`src/rtl/ftg_pkg.sv`:
```
package ftg_pkg;

    localparam int unsigned DEF_RATIO_LO = 256;
    localparam int unsigned DEF_RATIO_HI = 384;

    typedef enum logic {
        ST_SEARCH = 1'b0,
        ST_LOCKED = 1'b1
    } lock_state_e;

    typedef struct packed {
        logic rise;
        logic at_last;
    } frame_evt_t;

    function automatic int unsigned last_count(input logic sel,
                                               input int unsigned lo,
                                               input int unsigned hi);
        return (sel ? hi : lo) - 1;
    endfunction

endpackage

```
`src/rtl/ftg_edge_sync.sv`:
```
module ftg_edge_sync #(
    parameter int STAGES = 2
) (
    input  logic clk,
    input  logic rst,
    input  logic async_in,
    output logic rise_o
);
    logic [STAGES-1:0] sync_q;
    logic              prev_q;

    generate
        if (STAGES == 1) begin : g_single
            always_ff @(posedge clk) begin
                if (rst) sync_q <= '0;
                else     sync_q <= async_in;
            end
        end else begin : g_chain
            always_ff @(posedge clk) begin
                if (rst) sync_q <= '0;
                else     sync_q <= {sync_q[STAGES-2:0], async_in};
            end
        end
    endgenerate

    always_ff @(posedge clk) begin
        if (rst) prev_q <= 1'b0;
        else     prev_q <= sync_q[STAGES-1];
    end

    assign rise_o = sync_q[STAGES-1] & ~prev_q;
endmodule

```
`src/rtl/ftg_phase_ctr.sv`:
```
module ftg_phase_ctr #(
    parameter int PHASE_W = 9
) (
    input  logic               clk,
    input  logic               rst,
    input  logic               load_zero,
    input  logic [PHASE_W-1:0] last_val,
    output logic [PHASE_W-1:0] phase_o,
    output logic               at_last_o
);
    logic [PHASE_W-1:0] phase_q;

    assign at_last_o = (phase_q >= last_val);

    always_ff @(posedge clk) begin
        if (rst)            phase_q <= '0;
        else if (load_zero) phase_q <= '0;
        else if (at_last_o) phase_q <= '0;
        else                phase_q <= phase_q + 1'b1;
    end

    assign phase_o = phase_q;
endmodule

```
`src/rtl/ftg_lock_ctrl.sv`:
```
module ftg_lock_ctrl
    import ftg_pkg::*;
(
    input  logic        clk,
    input  logic        rst,
    input  logic        active,
    input  frame_evt_t  evt,
    output lock_state_e state_o,
    output logic        resync_o,
    output logic        load_zero_o
);
    lock_state_e state_q, state_d;
    logic        resync_q, resync_d;
    logic        misalign;

    assign misalign = evt.rise ^ evt.at_last;

    always_comb begin
        state_d  = state_q;
        resync_d = 1'b0;
        if (!active) begin
            state_d = ST_SEARCH;
        end else begin
            case (state_q)
                ST_SEARCH: begin
                    if (evt.rise) begin
                        state_d  = ST_LOCKED;
                        resync_d = 1'b1;
                    end
                end
                ST_LOCKED: begin
                    if (misalign) state_d = ST_SEARCH;
                end
                default: state_d = ST_SEARCH;
            endcase
        end
    end

    always_ff @(posedge clk) begin
        if (rst) begin
            state_q  <= ST_SEARCH;
            resync_q <= 1'b0;
        end else begin
            state_q  <= state_d;
            resync_q <= resync_d;
        end
    end

    assign load_zero_o = !active || (state_q == ST_SEARCH) || misalign;
    assign state_o     = state_q;
    assign resync_o    = resync_q;
endmodule

```
`src/rtl/ftg_frame_timer.sv`:
```
module ftg_frame_timer
    import ftg_pkg::*;
#(
    parameter int unsigned RATIO_LO    = DEF_RATIO_LO,
    parameter int unsigned RATIO_HI    = DEF_RATIO_HI,
    parameter int          SYNC_STAGES = 2,
    localparam int         PHASE_W     = $clog2(RATIO_HI)
) (
    input  logic               clk,
    input  logic               rst,
    input  logic               ratio_sel,
    input  logic               adc_en,
    input  logic               dac_en,
    input  logic               frame_clk,
    output logic               sample_strobe,
    output logic [PHASE_W-1:0] phase,
    output logic               locked,
    output logic               resync
);
    logic               rise;
    logic               at_last;
    logic               load_zero;
    logic               active;
    logic [PHASE_W-1:0] last_val;
    logic [PHASE_W-1:0] phase_q;
    lock_state_e        state;
    frame_evt_t         evt;

    assign active   = adc_en | dac_en;
    assign last_val = PHASE_W'(last_count(ratio_sel, RATIO_LO, RATIO_HI));

    ftg_edge_sync #(.STAGES(SYNC_STAGES)) i_sync (
        .clk      (clk),
        .rst      (rst),
        .async_in (frame_clk),
        .rise_o   (rise)
    );

    ftg_phase_ctr #(.PHASE_W(PHASE_W)) i_ctr (
        .clk       (clk),
        .rst       (rst),
        .load_zero (load_zero),
        .last_val  (last_val),
        .phase_o   (phase_q),
        .at_last_o (at_last)
    );

    assign evt.rise    = rise;
    assign evt.at_last = at_last;

    ftg_lock_ctrl i_lock (
        .clk         (clk),
        .rst         (rst),
        .active      (active),
        .evt         (evt),
        .state_o     (state),
        .resync_o    (resync),
        .load_zero_o (load_zero)
    );

    assign locked        = (state == ST_LOCKED);
    assign phase         = phase_q;
    assign sample_strobe = locked && (phase_q == '0);
endmodule

```
`config.mk`:
```
export PLATFORM = sky130hd
export DESIGN_NAME = ftg_frame_timer
export DESIGN_NICKNAME = d
export VERILOG_FILES = /design/src/rtl/ftg_pkg.sv /design/src/rtl/ftg_edge_sync.sv /design/src/rtl/ftg_phase_ctr.sv /design/src/rtl/ftg_lock_ctrl.sv /design/src/rtl/ftg_frame_timer.sv
export SDC_FILE = /design/constraint.sdc
export NUM_CORES = 1
export LEC_CHECK = 0
export ABC_AREA = 1
export BUFFER_PORTS_ARGS = -buffer_cell sky130_fd_sc_hd__buf_4
export CORE_MARGIN = 5
export CORE_UTILIZATION = 48
export CTS_BUF_LIST = sky130_fd_sc_hd__clkbuf_8 sky130_fd_sc_hd__clkbuf_16
export CTS_CLUSTER_DIAMETER = 80
export DETAILED_ROUTE_END_ITERATION = 10
export HOLD_SLACK_MARGIN = 0.02
export PLACE_DENSITY = 0.75
export RECOVER_POWER = 25
export SLEW_MARGIN = 40
export SYNTH_ARGS = -nofsm -noshare
export SYNTH_HDL_FRONTEND = slang
export SYNTH_SLANG_ARGS = --single-unit
```
`constraint.sdc`:
```
create_clock -name clk -period 1.5 [get_ports clk]
set_input_delay 0.075 -clock clk [delete_from_list [all_inputs] [get_ports clk]]
set_output_delay 0.075 -clock clk [all_outputs]
set_load 0.03 [all_outputs]
```
# Yosys cells after proc, flatten, opt, wreduce, memory -nomap -nowiden
# Index checks and enable logic that the tools add are counted.
# op_classes
n_addsub	2
n_lt_le_gt_ge	1
n_mux	4
n_bitwise	6
reduce_logical	8
# op_table
op	count
$add A9 B1 Y9 const B	1
$ge A9 B9 Y1	1
$logic_not A9 Y1	1
$sub A9 B1 Y9 const B	1
$mux W8	1
$reduce_or A3 Y1	2
$not A1 Y1	3
$logic_or A1 B1 Y1	2
$mux W1	2
$pmux W1 S2	1
$reduce_or A2 Y1	1
$and A1 B1 Y1	1
$logic_and A1 B1 Y1	1
$logic_not A1 Y1	1
$or A1 B1 Y1	1
$xor A1 B1 Y1	1
# word_totals
ff_bits	14
inputBits	6
output_inout_bits	12
elab_cells	26

# Logic depth before layout (Yosys ltp)
# Gate-level depths: netlist of run 1.
# logic_depth
word_depth	6
depth_mapped	8
ltp_nobuf	8

# By module
# A second synthesis of run 1 with hierarchy kept.
# unflattened
cells_unflattened	124
area_unflattened_um2	875.8
# modules_own_cells
module	instances	cells_each	area_per_inst_um2	seq_area_each_um2
ftg_phase_ctr	1	88	649.4	180.2
ftg_lock_ctrl	1	15	93.8	40.0
ftg_edge_sync	1	10	86.3	60.1
ftg_frame_timer	1	11	46.3	0.0

# Least setup slack after synthesis of run 1
# Ideal clock, no wire load.
# synth_path
kind	flip-flop to output port
start	register i_ctr.phase_q[0] (netlist: i_ctr.phase_o[0])
end	output port sample_strobe
arrival_ns	1.719
t_required_ns	1.425
slack_ns	-0.294
path_stages_with_launch	5
path_cell_list	dfxtp_1 > inv_1 > ha_1 > nand3_1 > nor4_1
# synth_between
elab_chain_len	2
# synth_lines
item	line	source
start: declaration	ftg_phase_ctr.sv:11	logic [PHASE_W-1:0] phase_q;
start signal: assignment	ftg_phase_ctr.sv:19	else phase_q <= phase_q + 1'b1;
$logic_not A9 Y1	ftg_frame_timer.sv:63	assign sample_strobe = locked && (phase_q == '0);
$logic_and A1 B1 Y1	ftg_frame_timer.sv:63	
end: declaration	ftg_frame_timer.sv:15	output logic sample_strobe,
# No other way between the ends.

# Final worst setup path of run 1
# Ends and elaborated chain as after synthesis.

==> results of run 1 <==
[registers in the layout, summed over array words and instances, names as in the netlist]
register,cells
i_lock.state_o,1
i_ctr.phase_o,9
i_sync.prev_q,1
i_sync.sync_q,2
i_lock.resync_o,1
[worst max-delay path, cell delays in order, from the launching register on]
cell     delay (ps)
dfxtp_1         330
inv_1           100
ha_1            150
nand3_1         100
nor4_2          170
buf_4           210
[power by group through the flow]
stage	logic, mW	clock network [mW]	registers, mW
floorplan	0.0172	0	0.392
global placement	0.0397	0	0.388
detailed placement	0.0408	0	0.388
CTS	0.0431	0.372	0.380
global route	0.0448	0.399	0.381
finish	0.0403	0.362	0.380
[cell type report]
| class | instances | area [µm²] | share of cell area |
|---|---|---|---|
| multi-input combinational | 55 | 318 | 0.372 |
| sequential | 14 | 280 | 0.328 |
| timing repair buffer | 18 | 123 | 0.143 |
| inverter | 16 | 60.1 | 0.0703 |
| clock buffer | 4 | 55.1 | 0.0644 |
| tap | 15 | 18.8 | 0.0220 |
[through the flow]
step	power [mW]	util	hold slack, ps	instance area, µm²
after floorplan	0.410	-	146	658
after global placement	0.428	0.626	260	805
after detailed placement	0.429	0.626	264	805
after CTS	0.795	0.677	36.7	870
after global routing	0.825	0.665	40.9	855
final	0.783	0.665	36.5	855
[path summary, 6_finish.rpt]
| check | startpoint | to | slack (ps) | cells past startpoint |
|---|---|---|---|---|
| setup / recovery | i_ctr.phase_o[0]$_SDFF_PP0_ | sample_strobe | 120 | 5 |
| hold reg to reg | i_sync.sync_q[0]$_SDFF_PP0_ | i_sync.sync_q[1]$_SDFF_PP0_ | 410 | 2 |
| setup reg to reg | i_ctr.phase_o[0]$_SDFF_PP0_ | i_ctr.phase_o[6]$_SDFF_PP0_ | 140 | 6 |
| hold / removal | frame_clk | i_sync.sync_q[0]$_SDFF_PP0_ | 40 | 3 |
[synthesized netlist by cell type, types with 2 or more instances]
master / n
nand4_1: 2
nand2_1: 11
nand2_2: 3
inv_1: 16
nor2_1: 18
nand3_1: 5
ha_1: 4
dfxtp_1: 14
xnor2_1: 3
[metal layers]
layer	vias to the layer above	routed length [µm]	part of all wire
met3	4	80	0.058
met5	-	0	0
met4	0	14	0.010
li1	309	-	-
met2	11	682	0.49
met1	260	609	0.44
[logic make-up after synthesis]
logic type,after synthesis,share of synthesized area
simple gates,43,0.307
compound gates,4,0.0403
xor+xnor,4,0.0538
fa+ha+maj,4,0.0768
flops,14,0.430
buf+inv,16,0.0921
[timing repair]
| item | 4_1_cts | 5_1_grt |
|---|---|---|
| hold buffers | 1 | 0 |
| hold endpoints to repair | 3 | 0 |
| endpoints found under the setup margin | 0 | 1 |
==> impl_metrics.env, run 1 <==
export IMPL_vias=584
export IMPL_globalRouteTotalUtil=0.143
export IMPL_rows=13
export IMPL_seq_area_frac_synth=0.430
export IMPL_cts_sinks=14
export IMPL_clkPwrFrac=0.462
export IMPL_clock_latency_ps=240
export IMPL_yosys_warnings=0
export IMPL_dieArea_mm2=0.00219
export IMPL_initial_utilization=0.507
export IMPL_tritoncts_num_buffers=3
export IMPL_fin_crit_sh=0.921
export IMPL_synthFlopType="dfxtp_1"
export IMPL_mostFrequentLayoutCells="nor2_1, inv_1, dfxtp_1, buf_4, nand2_1"
export IMPL_swShare=0.197
export IMPL_grt_pass1_vias=537
export IMPL_finClkSkew_ps=1.65
export IMPL_combPwrFrac=0.051
export IMPL_arrival_ps=1310
export IMPL_postRouteAntennaNets=0
export IMPL_via_per_inst=4.79
export IMPL_synth_avg_cell_area_um2=7.67
export IMPL_synth_seq_cells=14
export IMPL_cts_tree="done"
export IMPL_final_cells=122
export IMPL_p_per_area_mw_per_mm2=916
export IMPL_end_kind="primary output"
export IMPL_synth_nets=95
export IMPL_clockRootBuffer="clkbuf_8"
export IMPL_dp_slack_ps=165
export IMPL_synth_top_cell_area_share=0.430
export IMPL_dr_pass1_iters=3
export IMPL_clkTransAtPathRegs_ps=60
export IMPL_async_reset_ff_frac=0
export IMPL_diodes=0
export IMPL_tns_ps=0
export IMPL_grt_busiest_layer="met2"
export IMPL_yosys_area_top_type="dfxtp_1"
export IMPL_synth_edf_count=0
export IMPL_finalHoldViolCount=0
export IMPL_synth_cells=85
export IMPL_wirelength_mm=1.39
export IMPL_crit_type="flop to primary output"
export IMPL_post_cts_setup_buffers=0
export IMPL_antenna_found_initial=0
export IMPL_grt_max_degree=11
export IMPL_gr_total_overflow=0
export IMPL_peakVddDrop_uv=692
export IMPL_drtIter0Drc=10
export IMPL_fin_ws_ps=118
export IMPL_maxCapViolCount=0
export IMPL_clockBufferDepth=2
export IMPL_fmax_mhz=724
export IMPL_setup_viol=0
export IMPL_core_area_mm2=0.00128
export IMPL_cts_max_level=1
export IMPL_io_pin_count=18
export IMPL_outcome="complete, no violations"
export IMPL_maxSlewViolCount=0
export IMPL_dp_hpwl_mm=1.03
export IMPL_port_buffers=17
export IMPL_syn_area_um2=652
export IMPL_cp_max_fo=4
export IMPL_final_net_count=118
export IMPL_rsz0062_at_grt="no"
export IMPL_wire_per_inst_um=11.4
export IMPL_pwr_share_seq=0.486
export IMPL_drive_gt1_frac=0.224
export IMPL_use_met2=0.230
export IMPL_start_kind="flop"
export IMPL_ys_top_cells_by_area="dfxtp_1, nor2_1, inv_1"
export IMPL_grtUsageMet1=0.178
export IMPL_worst_pin_slew_ps=366
export IMPL_fill_cells=121
export IMPL_grt_pass1_wl_mm=2.21
export IMPL_dp_cells=117
export IMPL_synth_cell_types=18
export IMPL_p_leak_nw=0.401
export IMPL_post_cts_resized=0
export IMPL_hp_class="input pin to flop"
export IMPL_drc=0
export IMPL_worstPathRequired_ps=1420
export IMPL_grt_util_met3=0.0498
export IMPL_die_h_um=46.9
export IMPL_die_x_um=46.9
export IMPL_maxSlewHeadroom=0.757
export IMPL_syn_to_final_growth_pct=31.1
export IMPL_power_switching_mw=0.154
export IMPL_final_min_clock_period_ps=1380
export IMPL_p_int_mw=0.628
export IMPL_final_common_cell="nor2_1"
export IMPL_place_congestion=0.770
Power figures use the tool's default switching activity.
==> inputs of run 2 (changes only) <==
ABC_AREA = not set   (was 1)
==> run 2 against run 1 <==
The flow now finishes with violations (setup timing). Worst hold slack improved by 15 ps. Area after synthesis decreased by 1.3%. Synthesized cell count shrank 18%. Largest power group unchanged. Highest routed layer unchanged.
==> impl_metrics.env, run 2 <==
export IMPL_postRouteAntennaNets=0
export IMPL_outcome="finished, violations left"
export IMPL_finalHoldViolCount=0
export IMPL_synth_cells=70
export IMPL_crit_slowest_cell="dfxtp_4"
export IMPL_grt_pass1_wl_mm=2.46
export IMPL_syn_area_um2=643
export IMPL_synth_most_common_cell="dfxtp_1"
export IMPL_dieArea_mm2=0.00217
export IMPL_vias=578
export IMPL_worst_pin_slew_ps=360
export IMPL_yosys_warnings=0
export IMPL_ys_top_cells_by_area="dfxtp_1, ha_1, xor2_1"
export IMPL_wirelength_mm=1.60
export IMPL_dpl_instance_area_um2=868
export IMPL_holdCritStartpoint="frame_clk"
export IMPL_drc=0
export IMPL_die_h_um=46.6
export IMPL_hp_class="input pin to flop"
export IMPL_crit_start="i_ctr.phase_o[7]$_SDFF_PP0_"
export IMPL_fmax_mhz=662
export IMPL_gr_total_overflow=0
export IMPL_antenna_found_initial=0
export IMPL_maxCapViolCount=0
export IMPL_yosys_area_top_type="dfxtp_1"
export IMPL_largest_reg_flops=9
export IMPL_mostFrequentLayoutCells="buf_4, nor2_1, dfxtp_4, dfxtp_1"
export IMPL_yosys_top_cells_count="dfxtp_1, nor2_1, nand2_1, nor2b_1"
export IMPL_synth_top_cell_area_share=0.436
export IMPL_maxSlewViolCount=0
export IMPL_final_net_count=109
export IMPL_p_per_area_mw_per_mm2=753
export IMPL_utilization=0.755
export IMPL_worstPathCellList="buf_4 > nor4_4 > nand3_1 > nor4_2 > buf_4"
export IMPL_critPathBufInv=2
export IMPL_peakVddDrop_uv=665
export IMPL_finClkSkew_ps=0.287
export IMPL_rsz0062_at_grt="yes"
export IMPL_clockBufferDepth=2
export IMPL_clkTransAtPathRegs_ps=60
export IMPL_synth_nets=80
export IMPL_synth_avg_cell_area_um2=9.19
export IMPL_synth_edf_count=0
export IMPL_tritoncts_num_buffers=3
export IMPL_globalRouteTotalUtil=0.162
export IMPL_cts_sinks=14
export IMPL_io_pin_count=18
export IMPL_cts_max_level=1
export IMPL_crit_type="flop to primary output"
export IMPL_clockRootBuffer="clkbuf_8"
export IMPL_syn_to_final_growth_pct=50.8
export IMPL_core_area_mm2=0.00128
export IMPL_synthFlopType="dfxtp_1"
export IMPL_dp_hpwl_mm=1.08
export IMPL_final_cell_area_um2=970
export IMPL_max_stage_delay_ps=340
export IMPL_critPathTopFamily="simple AND/OR/NAND/NOR gates"
export IMPL_port_buffers=17
export IMPL_final_common_cell="buf_4"
export IMPL_async_reset_ff_frac=0
export IMPL_r2r_start="i_ctr.phase_o[7]$_SDFF_PP0_"
export IMPL_grt_pass1_vias=562
export IMPL_drtIter0Drc=9
export IMPL_final_min_clock_period_ps=1510
export IMPL_r2r_slack_ps=30
export IMPL_synth_cell_types=25
export IMPL_fin_ws_ps=-11.4
export IMPL_rows=13
export IMPL_via_per_inst=5.12
export IMPL_diodes=0
export IMPL_start_kind="flop"
export IMPL_worstPathRequired_ps=1420
export IMPL_maxSlewHeadroom=0.761
export IMPL_cp_max_fo=6
export IMPL_path_common_cell="buf_4"
export IMPL_place_congestion=0.775
export IMPL_fin_crit_sh=1.01
export IMPL_setup_viol=1
export IMPL_clock_latency_ps=240
export IMPL_violations="setup timing"
export IMPL_dr_pass1_iters=6
export IMPL_p_leak_nw=0.396
export IMPL_end_kind="primary output"
export IMPL_seq_area_frac_synth=0.436
export IMPL_die_x_um=46.6
export IMPL_grt_max_degree=9
export IMPL_initial_utilization=0.500
export IMPL_cts_tree="done"
export IMPL_wire_per_inst_um=14.1
export IMPL_synth_seq_cells=14
export IMPL_arrival_ps=1440
export IMPL_drive_gt1_frac=0.459
run 2: final cells by class:
type	count	area (µm²)
Multi-Input combinational cell	52	407
Fill cell	107	315
Sequential cell	14	305
Timing Repair Buffer	24	179
Clock buffer	3	41.3
Tap cell	15	18.8
Inverter	4	15.0
Clock inverter	1	3.75
run 2: stage by stage:
step	setup slack, ps	std cells	power, mW	hold WS [ps]	setup TNS [ps]
detailed placement	0.630	107	0.422	264	0
floorplan	0.857	70	0.402	147	0
CTS	-0.210	112	0.737	45.4	-0.210
global placement	24.0	107	0.422	261	0
finish	-11.4	113	0.730	51.8	-11.4
global route	-109	113	0.761	72.9	-532
run 2: timing repair:
action / CTS / global route
resized for setup: 2 / 7
endpoints found under the hold margin: 3 / 0
hold buffers: 1 / 0
pin swaps: 3 / 3
setup endpoints to repair: 2 / 9
buffers inserted: 0 / 1
run 2: cells by family after synthesis:
family	synth area share
and+or+nand+nor	0.298
DFF	0.436
AOI/OAI and AO/OA	0.0973
xor gates and xnor gates	0.0681
buffers and inverters	0.0233
adders and majority gates	0.0778
run 2: final timing paths:
| kind | to | depth (start not counted) |
|---|---|---|
| max | sample_strobe | 5 |
| min | i_sync.sync_q[0]$_SDFF_PP0_ | 2 |
| max reg2reg | i_ctr.phase_o[3]$_SDFF_PP0_ | 7 |
| min reg2reg | i_sync.sync_q[1]$_SDFF_PP0_ | 1 |
run 2: worst reg2reg max path: cells and delay by family, from the launching register on:
| kind | cells | cell delay, ps |
|---|---|---|
| AOI/OAI and AO/OA | 1 | 130 |
| DFF | 1 | 340 |
| and+or+nand+nor | 3 | 330 |
| buffers and inverters | 2 | 280 |
| adders and majority gates | 1 | 280 |
run 2: where the power goes:
group | switching, mW | total, mW | internal [mW]
combinational | 0.0221 | 0.0465 | 0.0244
clock | 0.132 | 0.313 | 0.181
sequential | 0.00338 | 0.370 | 0.367
run 2: layer usage:
| layer | global-route usage | vias up | part of all wire |
|---|---|---|---|
| met5 | 0 | - | 0 |
| met4 | 0.0852 | 0 | 0.028 |
| met3 | 0.0391 | 4 | 0.035 |
| met2 | 0.250 | 13 | 0.52 |
| met1 | 0.205 | 263 | 0.42 |
| li1 | - | 298 | - |
